$ cat config.mk
export PLATFORM = sky130hd
export DESIGN_NAME = burst_term_ctrl
export DESIGN_NICKNAME = d
export VERILOG_FILES = /design/src/rtl/burst_term_pkg.sv /design/src/rtl/burst_term_len_class.sv /design/src/rtl/burst_term_counter.sv /design/src/rtl/burst_term_seq.sv /design/src/rtl/burst_term_finish.sv /design/src/rtl/burst_term_ctrl.sv
export SDC_FILE = /design/constraint.sdc
export NUM_CORES = 1
export LEC_CHECK = 0
export BUFFER_PORTS_ARGS = -buffer_cell sky130_fd_sc_hd__buf_2
export CAP_MARGIN = 20
export CORE_ASPECT_RATIO = 1.5
export CORE_MARGIN = 5
export CORE_UTILIZATION = 50
export DETAILED_ROUTE_END_ITERATION = 10
export GPL_ROUTABILITY_DRIVEN = 0
export HOLD_SLACK_MARGIN = 0.02
export PLACE_DENSITY_LB_ADDON = 0.15
export SLEW_MARGIN = 5
export SYNTH_ARGS = -nofsm -noshare
export SYNTH_HDL_FRONTEND = slang
export SYNTH_HIERARCHICAL = 1
export SYNTH_SLANG_ARGS = --single-unit
$ cat constraint.sdc
create_clock -name clk -period 2.55 [get_ports clk]
set_input_delay 0.255 -clock clk [delete_from_list [all_inputs] [get_ports clk]]
set_output_delay 0.255 -clock clk [all_outputs]
set_load 0.01 [all_outputs]
$ cat src/rtl/burst_term_pkg.sv
package burst_term_pkg;
  typedef enum logic [1:0] {
    PH_IDLE  = 2'd0,
    PH_ARMED = 2'd1,
    PH_DATA  = 2'd2
  } phase_e;

  typedef enum logic [1:0] {
    BL_SINGLE = 2'd0,
    BL_PAIR   = 2'd1,
    BL_LONG   = 2'd2
  } blen_e;
endpackage

$ cat src/rtl/burst_term_len_class.sv
module burst_term_len_class
  import burst_term_pkg::*;
#(
  parameter int LEN_W = 8
) (
  input  logic [LEN_W-1:0] len_in,
  output logic [LEN_W-1:0] len_eff,
  output blen_e            len_cls
);
  localparam logic [LEN_W-1:0] ONE = LEN_W'(1);
  localparam logic [LEN_W-1:0] TWO = LEN_W'(2);

  always_comb begin
    len_eff = (len_in == '0) ? ONE : len_in;
    if (len_eff == ONE)      len_cls = BL_SINGLE;
    else if (len_eff == TWO) len_cls = BL_PAIR;
    else                     len_cls = BL_LONG;
  end
endmodule

$ cat src/rtl/burst_term_counter.sv
module burst_term_counter #(
  parameter int LEN_W = 8
) (
  input  logic             clk,
  input  logic             rst_n,
  input  logic             load,
  input  logic [LEN_W-1:0] load_val,
  input  logic             dec,
  input  logic             clr,
  output logic [LEN_W-1:0] count,
  output logic             at_three
);
  localparam logic [LEN_W-1:0] THREE = LEN_W'(3);
  localparam logic [LEN_W-1:0] ONE   = LEN_W'(1);

  always_ff @(posedge clk or negedge rst_n) begin
    if (!rst_n)                    count <= '0;
    else if (clr)                  count <= '0;
    else if (load)                 count <= load_val;
    else if (dec && count != '0)   count <= count - ONE;
  end

  assign at_three = (count == THREE);
endmodule

$ cat src/rtl/burst_term_seq.sv
module burst_term_seq
  import burst_term_pkg::*;
(
  input  logic   clk,
  input  logic   rst_n,
  input  logic   req_valid,
  input  blen_e  cls_in,
  input  logic   data_phase,
  input  logic   tgt_stop,
  output phase_e phase,
  output blen_e  cls,
  output logic   req_ready,
  output logic   fire,
  output logic   clr
);
  phase_e phase_nx;
  logic   ended;
  logic   aborted;

  assign req_ready = (phase == PH_IDLE);
  assign fire      = req_valid && req_ready;
  assign ended     = (phase == PH_DATA) && !data_phase;
  assign aborted   = (phase != PH_IDLE) && tgt_stop;
  assign clr       = ended || aborted;

  always_comb begin
    phase_nx = phase;
    unique case (phase)
      PH_IDLE:  if (fire) phase_nx = PH_ARMED;
      PH_ARMED: if (aborted) phase_nx = PH_IDLE;
                else if (data_phase) phase_nx = PH_DATA;
      PH_DATA:  if (clr) phase_nx = PH_IDLE;
      default:  phase_nx = PH_IDLE;
    endcase
  end

  always_ff @(posedge clk or negedge rst_n) begin
    if (!rst_n) begin
      phase <= PH_IDLE;
      cls   <= BL_SINGLE;
    end else begin
      phase <= phase_nx;
      if (fire) cls <= cls_in;
    end
  end
endmodule

$ cat src/rtl/burst_term_finish.sv
module burst_term_finish
  import burst_term_pkg::*;
(
  input  logic   clk,
  input  logic   rst_n,
  input  logic   fire,
  input  blen_e  cls_in,
  input  phase_e phase,
  input  blen_e  cls,
  input  logic   data_phase,
  input  logic   local_wait,
  input  logic   beat_done,
  input  logic   at_three,
  input  logic   clr,
  output logic   complete
);
  logic fin_one;
  logic fin_two;
  logic fin_long;
  logic hold;

  // single: raise with the request, before any transfer is seen
  assign fin_one  = fire && (cls_in == BL_SINGLE);
  // pair: data state entered last cycle and no initiator wait now
  assign fin_two  = (phase == PH_DATA) && (cls == BL_PAIR) && data_phase && !local_wait;
  // long: dataphase n-2 has just been confirmed
  assign fin_long = (phase != PH_IDLE) && (cls == BL_LONG) && at_three && beat_done;

  always_ff @(posedge clk or negedge rst_n) begin
    if (!rst_n)                              hold <= 1'b0;
    else if (clr)                            hold <= 1'b0;
    else if (fin_one || fin_two || fin_long) hold <= 1'b1;
  end

  assign complete = fin_one || ((fin_two || fin_long || hold) && !clr);
endmodule

$ cat src/rtl/burst_term_ctrl.sv
module burst_term_ctrl
  import burst_term_pkg::*;
#(
  parameter int LEN_W = 8
) (
  input  logic             clk,
  input  logic             rst_n,
  input  logic             req_valid,
  output logic             req_ready,
  input  logic [LEN_W-1:0] req_len,
  input  logic             beat_done,
  input  logic             data_phase,
  input  logic             local_wait,
  input  logic             tgt_stop,
  output logic             complete,
  output logic [LEN_W-1:0] remaining
);
  logic [LEN_W-1:0] len_eff;
  blen_e            cls_in;
  blen_e            cls;
  phase_e           phase;
  logic             fire;
  logic             clr;
  logic             at_three;

  burst_term_len_class #(.LEN_W(LEN_W)) u_cls (
    .len_in  (req_len),
    .len_eff (len_eff),
    .len_cls (cls_in)
  );

  burst_term_seq u_seq (
    .clk        (clk),
    .rst_n      (rst_n),
    .req_valid  (req_valid),
    .cls_in     (cls_in),
    .data_phase (data_phase),
    .tgt_stop   (tgt_stop),
    .phase      (phase),
    .cls        (cls),
    .req_ready  (req_ready),
    .fire       (fire),
    .clr        (clr)
  );

  burst_term_counter #(.LEN_W(LEN_W)) u_cnt (
    .clk      (clk),
    .rst_n    (rst_n),
    .load     (fire),
    .load_val (len_eff),
    .dec      (beat_done),
    .clr      (clr),
    .count    (remaining),
    .at_three (at_three)
  );

  burst_term_finish u_fin (
    .clk        (clk),
    .rst_n      (rst_n),
    .fire       (fire),
    .cls_in     (cls_in),
    .phase      (phase),
    .cls        (cls),
    .data_phase (data_phase),
    .local_wait (local_wait),
    .beat_done  (beat_done),
    .at_three   (at_three),
    .clr        (clr),
    .complete   (complete)
  );
endmodule

==> flow_summary.toml, run 1 <==
[logic_synthesis]
synth_area_leader_cell = "dfrtp_1"
synth_fa_ha_area_frac = 0.0383
synth_seq_area_share = 0.332
yosysUniqueCellTypes = 47
synth.area.mux_share = 0.0230
synth_area_um2 = 981
synth_edf_count = 0
synthSimpleGateAreaFrac = 0.236
syn-num-nets = 122
avgSynthCellArea_um2 = 9.43
yosys.area_share.xor_xnor = 0.00893
synth_top_family_by_area = "compound AO/OA/AOI/OAI gates"
synth_compound_area_frac = 0.283
ys_top_cells_by_area = "dfrtp_1, ha_1, inv_1"
synth_top_area_frac = 0.332
ys_warn_count = 6
synth_cells = 104
ys_async_sr_fraction = 1.00
synth_flop_cell = "dfrtp_1"
synth_seq_cells = 13

[floorplan]
die_area_um2 = 2970
design.core.area_um2 = 1850
initial_utilization = 0.529
die_h_um = 64.3
die_x_um = 46.2
io_pins = 25
std_cell_rows = 19

[timing]
clock_skew_ns = 0.00438
layout_setup_ws_ns = 0.448
drv_slew = 0
hold_viol = 0
rsz0062_at_grt = "no"
whs_ns = 0.154
post-route-period-util = 0.824
slew_headroom = 0.582
finalSetupViolations = 0
min_period_ns = 2.10
max_freq_mhz = 476
tightest_slew_ns = 0.619
totalNegativeSetupSlack_ns = 0

[routing]
drtPass1Iterations = 4
avgRoutedWirePerCell_um = 16.0
wl_met2_mm = 1.25
drc = 0
vias = 907
wl_mm = 2.35
met3WireLength_um = 144
drt-met1-wl_um = 905
routed.top_layer = "met4"
vias_per_cell = 6.17
drt.antenna.violating_nets = 0
drt-initial-drc-count = 21

[grt]
grt_overflow = 0
track_usage = 0.178
grt_pass1_vias = 901
grt_max_degree = 14
grt_pass1_wl_mm = 3.90
antenna_found_initial = 0

[worst_setup_path]
required_ns = 2.30
path_max_fanout = 3
r2r.worst_path.cells = 5
r2r-end = "u_cnt/count[0]"
rrSetupSlack_ns = 0.65
crit_arrival_ns = 1.85
crit_type = "in2out"
cp-start-kind = "input pin"
critPathCaptureType = "output pin"
reg2reg_from = "u_cnt/count[0]"

[hold_path]
hp-class = "in2reg"
hp-start = "tgt_stop"
worstHoldPathCells = 2
hold_end = "u_seq/phase[1]"

[run_status]
status = "finished, final reports clean"

[clocking]
cts.clk_slew.worst_paths_ns = 0.08
root_buffer = "clkbuf_4"
clock_path_buffers = 2
clkLatencyLatePin_ns = 0.28
cts_buffers = 3
cts_tree = "yes"
numClockSinks = 13
htreeDepth = 1
cts_setup_buffers = 0

[layout]
final_layout_size_suffix_gt1_frac = 0.310
fin_cells = 147
diodes = 0
nNetsFinal = 145
area_growth_pct = 16.1

[flow_run]
maxCapViolations = 0

[place]
dpl_worst_slack_ns = 0.467
dp_hpwl_mm = 1.81
dp.cells = 142
portBuffers = 24

[pwr]
peakVddDrop_mv = 0.513
leakage_uw = 0.000515
p_per_area_nw_per_um2 = 778
==> where the power goes <==
part | internal (uW) | switching (uW)
Combinational | 192 | 223
Sequential | 259 | 83.4
Clock | 60.6 | 67.7
==> registers in the layout, indices dropped and copies added, names as in the netlist <==
signal,flops
u_fin/hold,1
u_seq/cls,2
u_cnt/count,8
u_seq/phase,2
==> cell usage after synthesis (2+ instances only) <==
master and n:
mux2_1 2, a2111oi_0 2, nor2_1 9, and4_1 3, nor3b_1 3, or3_1 3
a21oi_2 2, a2111o_1 2, dfrtp_1 13, a311oi_1 3, a21oi_1 3, inv_1 10
clkbuf_1 7, nand2_1 2, a211oi_1 3, a211o_1 2, ha_1 3, nand2b_1 3
==> area by class of cell <==
type / instances / area [um^2]
inverters: 10 / 37.5
fillers: 159 / 716
multi-input cells: 72 / 578
clock buffers: 4 / 26.3
flip-flops and latches: 13 / 325
repair buffers: 27 / 145
well taps: 21 / 26.3
==> cell usage in the layout, fill, tap and decap left out, types with 2 or more instances in the layout <==
cell type	count
a211o_1	2
a211oi_1	3
dfrtp_1	13
a311oi_1	3
and4_1	3
clkbuf_4	3
ha_1	3
nand2_1	2
nor2_1	9
buf_2	24
a2111oi_0	2
a21oi_1	3
or3_1	3
a21oi_2	2
inv_1	10
nor3b_1	3
nand2b_1	3
mux2_1	2
a2111o_1	2
buf_4	2
==> timing repair <==
item | CTS | global route
hold endpoints to repair | 13 | 0
hold buffers | 1 | 0
gates resized for setup | 0 | 0
==> how the worst max path moves through the flow <==
| stage | from | end | slack [ns] | depth (start not counted) |
|---|---|---|---|---|
| 2_1_floorplan | req_len[4] | complete | 0.75 | 5 |
| 3_3_place_gp | req_len[4] | complete | 0.50 | 7 |
| 3_5_place_dp | req_len[4] | complete | 0.47 | 7 |
| 4_1_cts | req_len[4] | complete | 0.46 | 7 |
| 5_1_grt | req_len[4] | complete | 0.34 | 7 |
| 6_report | req_len[4] | complete | 0.45 | 7 |
==> critical path, stage by stage <==
cell and delay, ns:
buf_2 0.10, or4_4 0.55, nor4_1 0.34, nor2_1 0.10, a21oi_1 0.27, a22oi_2 0.08
buf_2 0.16
==> cells by family (layout without fill, tap and decap cells) <==
kind of cell	after synthesis	after routing
and+or+nand+nor	34	34
AOI/OAI and AO/OA	32	32
buffers and inverters	19	41
DFF	13	13
adders and majority gates	3	3
muxes	2	2
xor gates and xnor gates	1	1
==> stage by stage <==
stage | instance area, um^2 | util | power [uW]
detailed placement | 1100 | 0.594 | 755
global placement | 1100 | 0.594 | 751
CTS | 1140 | 0.614 | 889
global route | 1140 | 0.614 | 963
floorplan | 981 | - | 606
finish | 1140 | 0.614 | 885
==> per-layer routing <==
layer  GRT usage  vias up
met2       0.297       38
met5           0        -
met4       0.103        0
met3      0.0169        4
li1            -      439
met1       0.209      426
Note: power is estimated with default switching activity, not from simulation.
==> inputs of run 2 (changes only) <==
==> constraint.sdc (replaced) <==
create_clock -name clk -period 2 [get_ports clk]
set_input_delay 0.2 -clock clk [delete_from_list [all_inputs] [get_ports clk]]
set_output_delay 0.2 -clock clk [all_outputs]
set_load 0.01 [all_outputs]
==> flow_summary.toml, run 2 (same netlist as run 1, synthesis figures left out) <==
[run_status]
status = "finished, final reports clean"

[floorplan]
die_area_um2 = 2970
die_h_um = 64.3
die_x_um = 46.2
design.core.area_um2 = 1850
std_cell_rows = 19
initial_utilization = 0.529
io_pins = 25

[grt]
track_usage = 0.180
grt_pass1_wl_mm = 4.08
grt_pass1_vias = 959
grt_overflow = 0
grt_max_degree = 14
antenna_found_initial = 0

[place]
dp_hpwl_mm = 1.85
portBuffers = 24
dpl-instance-area_um2 = 1140

[layout]
fin_area_um2 = 1180
n_fill_cell = 169
final_common_cell = "buf_2"
area_growth_pct = 20.8
final_cell_mix = "buf_2, dfrtp_1, inv_1"
nNetsFinal = 150
top_register = "u_cnt/count"
final_layout_size_suffix_gt1_frac = 0.359
largest_reg_flops = 8
diodes = 0
reg_top3 = "u_cnt/count: 8 flops, u_seq/cls: 2 flops, u_seq/phase: 2 flops"

[timing]
hold_viol = 0
tightest_slew_ns = 0.396
slew_headroom = 0.729
totalNegativeSetupSlack_ns = 0
rsz0062_at_grt = "no"
clock_skew_ns = 0.00316
max_freq_mhz = 520
finalSetupViolations = 0
post-route-period-util = 0.961
min_period_ns = 1.92
drv_slew = 0

[worst_setup_path]
required_ns = 1.80
path_buf_inv = 2
path_max_fanout = 3
slowest_stage = "or4_4"
crit_type = "in2out"
path_common_cell = "buf_2"
crit_chain = "buf_2 > or4_4 > a2111o_1 > nor2_1 > a21oi_1 > a22oi_2 > buf_2"
cp_top_family = "simple AND/OR/NAND/NOR gates"
crit_arrival_ns = 1.72
critPathCaptureType = "output pin"
cp-start-kind = "input pin"
max_stage_delay_ns = 0.55

[routing]
drt-initial-drc-count = 30
vias = 943
vias_per_cell = 6.20
avgRoutedWirePerCell_um = 15.6
drt.antenna.violating_nets = 0
drc = 0
drtPass1Iterations = 4
wl_mm = 2.38

[clocking]
clkLatencyLatePin_ns = 0.27
clock_path_buffers = 2
cts_tree = "yes"
numClockSinks = 13
htreeDepth = 1
cts.clk_slew.worst_paths_ns = 0.08
cts_buffers = 3
root_buffer = "clkbuf_4"

[pwr]
leakage_uw = 0.000537
peakVddDrop_mv = 0.602
p_per_area_nw_per_um2 = 990

[hold_path]
hp-class = "in2reg"

[flow_run]
maxCapViolations = 0
run 2: cell types whose count changed in the layout (fill, tap and decap cells not counted):
| cell | change |
|---|---|
| buf_4 | +5 |
| nor4_2 | +1 |
| dfrtp_2 | +2 |
| dfrtp_1 | -2 |
| nor4_1 | -1 |
run 2: metrics by stage:
step / setup slack (ns) / cells / utilization / power (uW) / hold WS (ns)
floorplan: 0.227 / 104 / - / 772 / -0.0956
finish: 0.0787 / 152 / 0.639 / 1170 / 0.0945
global route: 0.000593 / 152 / 0.639 / 1270 / 0.103
CTS: 0.0269 / 152 / 0.634 / 1170 / 0.0865
global placement: 0.108 / 147 / 0.615 / 990 / 0.104
detailed placement: 0.0303 / 147 / 0.615 / 1000 / 0.114
run 2: worst paths after layout:
check                                      end            from  slack, ns  cells past startpoint
worst max-delay path                  complete      req_len[4]       0.08                      7
worst min-delay path            u_seq/phase[1]        tgt_stop       0.09                      2
worst max register to register  u_cnt/count[1]  u_cnt/count[0]       0.14                      5
worst min register to register    u_seq/cls[0]    u_seq/cls[0]       0.55                      1
max in group asynchronous       u_seq/phase[0]           rst_n       1.41                      2
min in group asynchronous       u_cnt/count[6]           rst_n       0.34                      2
run 2: what timing repair did:
action,4_1_cts,5_1_grt
endpoints found under the hold margin,13,0
resized for setup,0,3
endpoints found under the setup margin,0,1
hold buffers,1,0
buffers inserted,0,0
run 2: area by class of cell:
| class | instances | area (um^2) | share of cell area |
|---|---|---|---|
| flip-flops and latches | 13 | 328 | 0.277 |
| multi-input cells | 72 | 584 | 0.493 |
| well taps | 21 | 26.3 | 0.0222 |
| repair buffers | 32 | 183 | 0.154 |
| inverters | 10 | 37.5 | 0.0317 |
| clock buffers | 4 | 26.3 | 0.0222 |
run 2: layer usage:
metal | GRT usage | vias up | part of all wire | routed length [um]
li1 | - | 450 | - | -
met1 | 0.205 | 449 | 0.38 | 912
met2 | 0.314 | 38 | 0.54 | 1280
met3 | 0.0253 | 6 | 0.058 | 137
met4 | 0.0783 | 0 | 0.021 | 51
met5 | 0 | - | 0 | 0
run 2: worst register-to-register path, cell delays in order, from the launching register on:
cell and delay (ns):
dfrtp_1 0.45, inv_1 0.13, ha_1 0.22, or4b_1 0.52, o2111a_1 0.26, a211oi_1 0.21
run 2: where the power goes:
group	switching [uW]	internal, uW
clock network	89.4	77.3
logic	304	272
registers	97.8	332
==> inputs of run 3 (changes only) <==
--- a/config.mk
+++ b/config.mk
@@ -5,7 +5,7 @@
 export SDC_FILE = /design/constraint.sdc
 export NUM_CORES = 1
 export LEC_CHECK = 0
-export BUFFER_PORTS_ARGS = -buffer_cell sky130_fd_sc_hd__buf_2
+export BUFFER_PORTS_ARGS = -buffer_cell sky130_fd_sc_hd__buf_4
 export CAP_MARGIN = 20
 export CORE_ASPECT_RATIO = 1.5
 export CORE_MARGIN = 5
==> flow_summary.toml, run 3 (same netlist as run 1, synthesis figures left out) <==
[timing]
tightest_slew_ns = 0.420
finalSetupViolations = 0
clock_skew_ns = 0.00239
hold_viol = 0
whs_ns = 0.0836
totalNegativeSetupSlack_ns = 0
rsz0062_at_grt = "no"
layout_setup_ws_ns = 0.0842
drv_slew = 0
slew_headroom = 0.719
min_period_ns = 1.92
post-route-period-util = 0.958
max_freq_mhz = 522

[clocking]
htreeDepth = 1
cts_tree = "yes"
cts.clk_slew.worst_paths_ns = 0.09
cts_buffers = 3
numClockSinks = 13
root_buffer = "clkbuf_4"
clkLatencyLatePin_ns = 0.28
clock_path_buffers = 2

[pwr]
peakVddDrop_mv = 0.651
leakage_uw = 0.000548
p_per_area_nw_per_um2 = 999

[routing]
avgRoutedWirePerCell_um = 16.6
drc = 0
wl_mm = 2.49
drtPass1Iterations = 4
vias_per_cell = 6.09
drt.antenna.violating_nets = 0
drt-initial-drc-count = 28
vias = 913

[worst_setup_path]
critPathCaptureType = "output pin"
crit_type = "in2out"
path_buf_inv = 2
path_max_fanout = 3
crit_chain = "buf_4 > or4_4 > a2111o_1 > nor2_2 > nand2_1 > a22oi_2 > buf_4"
slowest_stage = "or4_4"
max_stage_delay_ns = 0.55
r2r-end = "u_cnt/count[5]"
path_common_cell = "buf_4"
crit_arrival_ns = 1.72
r2r.worst_path.cells = 5
cp-start-kind = "input pin"
reg2reg_from = "u_cnt/count[0]"
rrSetupSlack_ns = 0.16
cp_top_family = "simple AND/OR/NAND/NOR gates"
required_ns = 1.80

[grt]
grt_pass1_vias = 877
grt_pass1_wl_mm = 4.08
antenna_found_initial = 0
grt_overflow = 0
grt_max_degree = 18
track_usage = 0.186

[place]
portBuffers = 24
dp_hpwl_mm = 1.86
dpl_worst_slack_ns = -0.0000392

[layout]
final_cell_mix = "buf_4, dfrtp_1, inv_1"
area_growth_pct = 26.7
final_layout_size_suffix_gt1_frac = 0.364
diodes = 0
multi_input_area_um2 = 597
reg_top3 = "u_cnt/count: 8 flops, u_seq/cls: 2 flops, u_seq/phase: 2 flops"
largest_reg_flops = 8
final_common_cell = "buf_4"
nNetsFinal = 148
n_fill_cell = 158
top_register = "u_cnt/count"
seq_area_um2 = 328
fin_util = 0.670

[hold_path]
hold_end = "u_seq/phase[1]"
hp-class = "in2reg"
hp-start = "tgt_stop"
worstHoldPathCells = 2

[floorplan]
die_h_um = 64.3
initial_utilization = 0.529
std_cell_rows = 19
io_pins = 25
die_x_um = 46.2
die_area_um2 = 2970
design.core.area_um2 = 1850

[flow_run]
maxCapViolations = 0

[run_status]
status = "finished, final reports clean"
run 3: changes by cell type in the layout (fill, tap and decap cells not counted):
cell / before / now
nor2_1: 9 / 8
a21oi_1: 3 / 2
nor3_4: 0 / 1
buf_4: 7 / 29
buf_2: 24 / 0
a21oi_2: 2 / 3
nor3_2: 1 / 0
nor2_2: 0 / 1
run 3: area by class of cell:
cell class,count,area share
clock buffer,4,0.0211
timing repair buffer,30,0.183
inverter,10,0.0302
sequential,13,0.264
multi-input combinational,72,0.480
tap,21,0.0211
run 3: timing repair:
item                                   4_1_cts  5_1_grt
hold buffers                                 1        0
resized for setup                            1        5
setup buffers                                0        1
setup endpoints to repair                    1        1
pin swaps                                    0        1
endpoints found under the hold margin       13        0
run 3: how the worst max path moves through the flow:
stage,from,end,slack (ns),depth (start not counted)
6_report,req_len[4],complete,0.08,7
2_1_floorplan,u_seq/phase[1],u_cnt/count[3],0.23,5
4_1_cts,req_len[4],complete,0.05,7
3_5_place_dp,req_len[4],complete,-0.00004,7
3_3_place_gp,req_len[4],complete,0.05,7
5_1_grt,req_len[4],complete,0.007,7
run 3: through the flow:
stage	instance area, um^2	cells	total power [uW]
finish	1240	150	1240
global route	1240	150	1340
CTS	1220	149	1210
detailed placement	1180	144	1030
global placement	1180	144	1020
floorplan	981	104	772
run 3: routing by layer:
| layer | track usage | routed length (um) | share of wire | vias to the layer above |
|---|---|---|---|---|
| met5 | 0 | 0 | 0 | - |
| met4 | 0.0676 | 36 | 0.014 | 0 |
| met3 | 0.0365 | 104 | 0.042 | 4 |
| met2 | 0.312 | 1330 | 0.53 | 22 |
| met1 | 0.225 | 1020 | 0.41 | 440 |
| li1 | - | - | - | 447 |
run 3: where the power goes:
group	switching [uW]	internal (uW)
Sequential	114	333
Clock	92.7	77.3
Combinational	306	317
Total	513	728
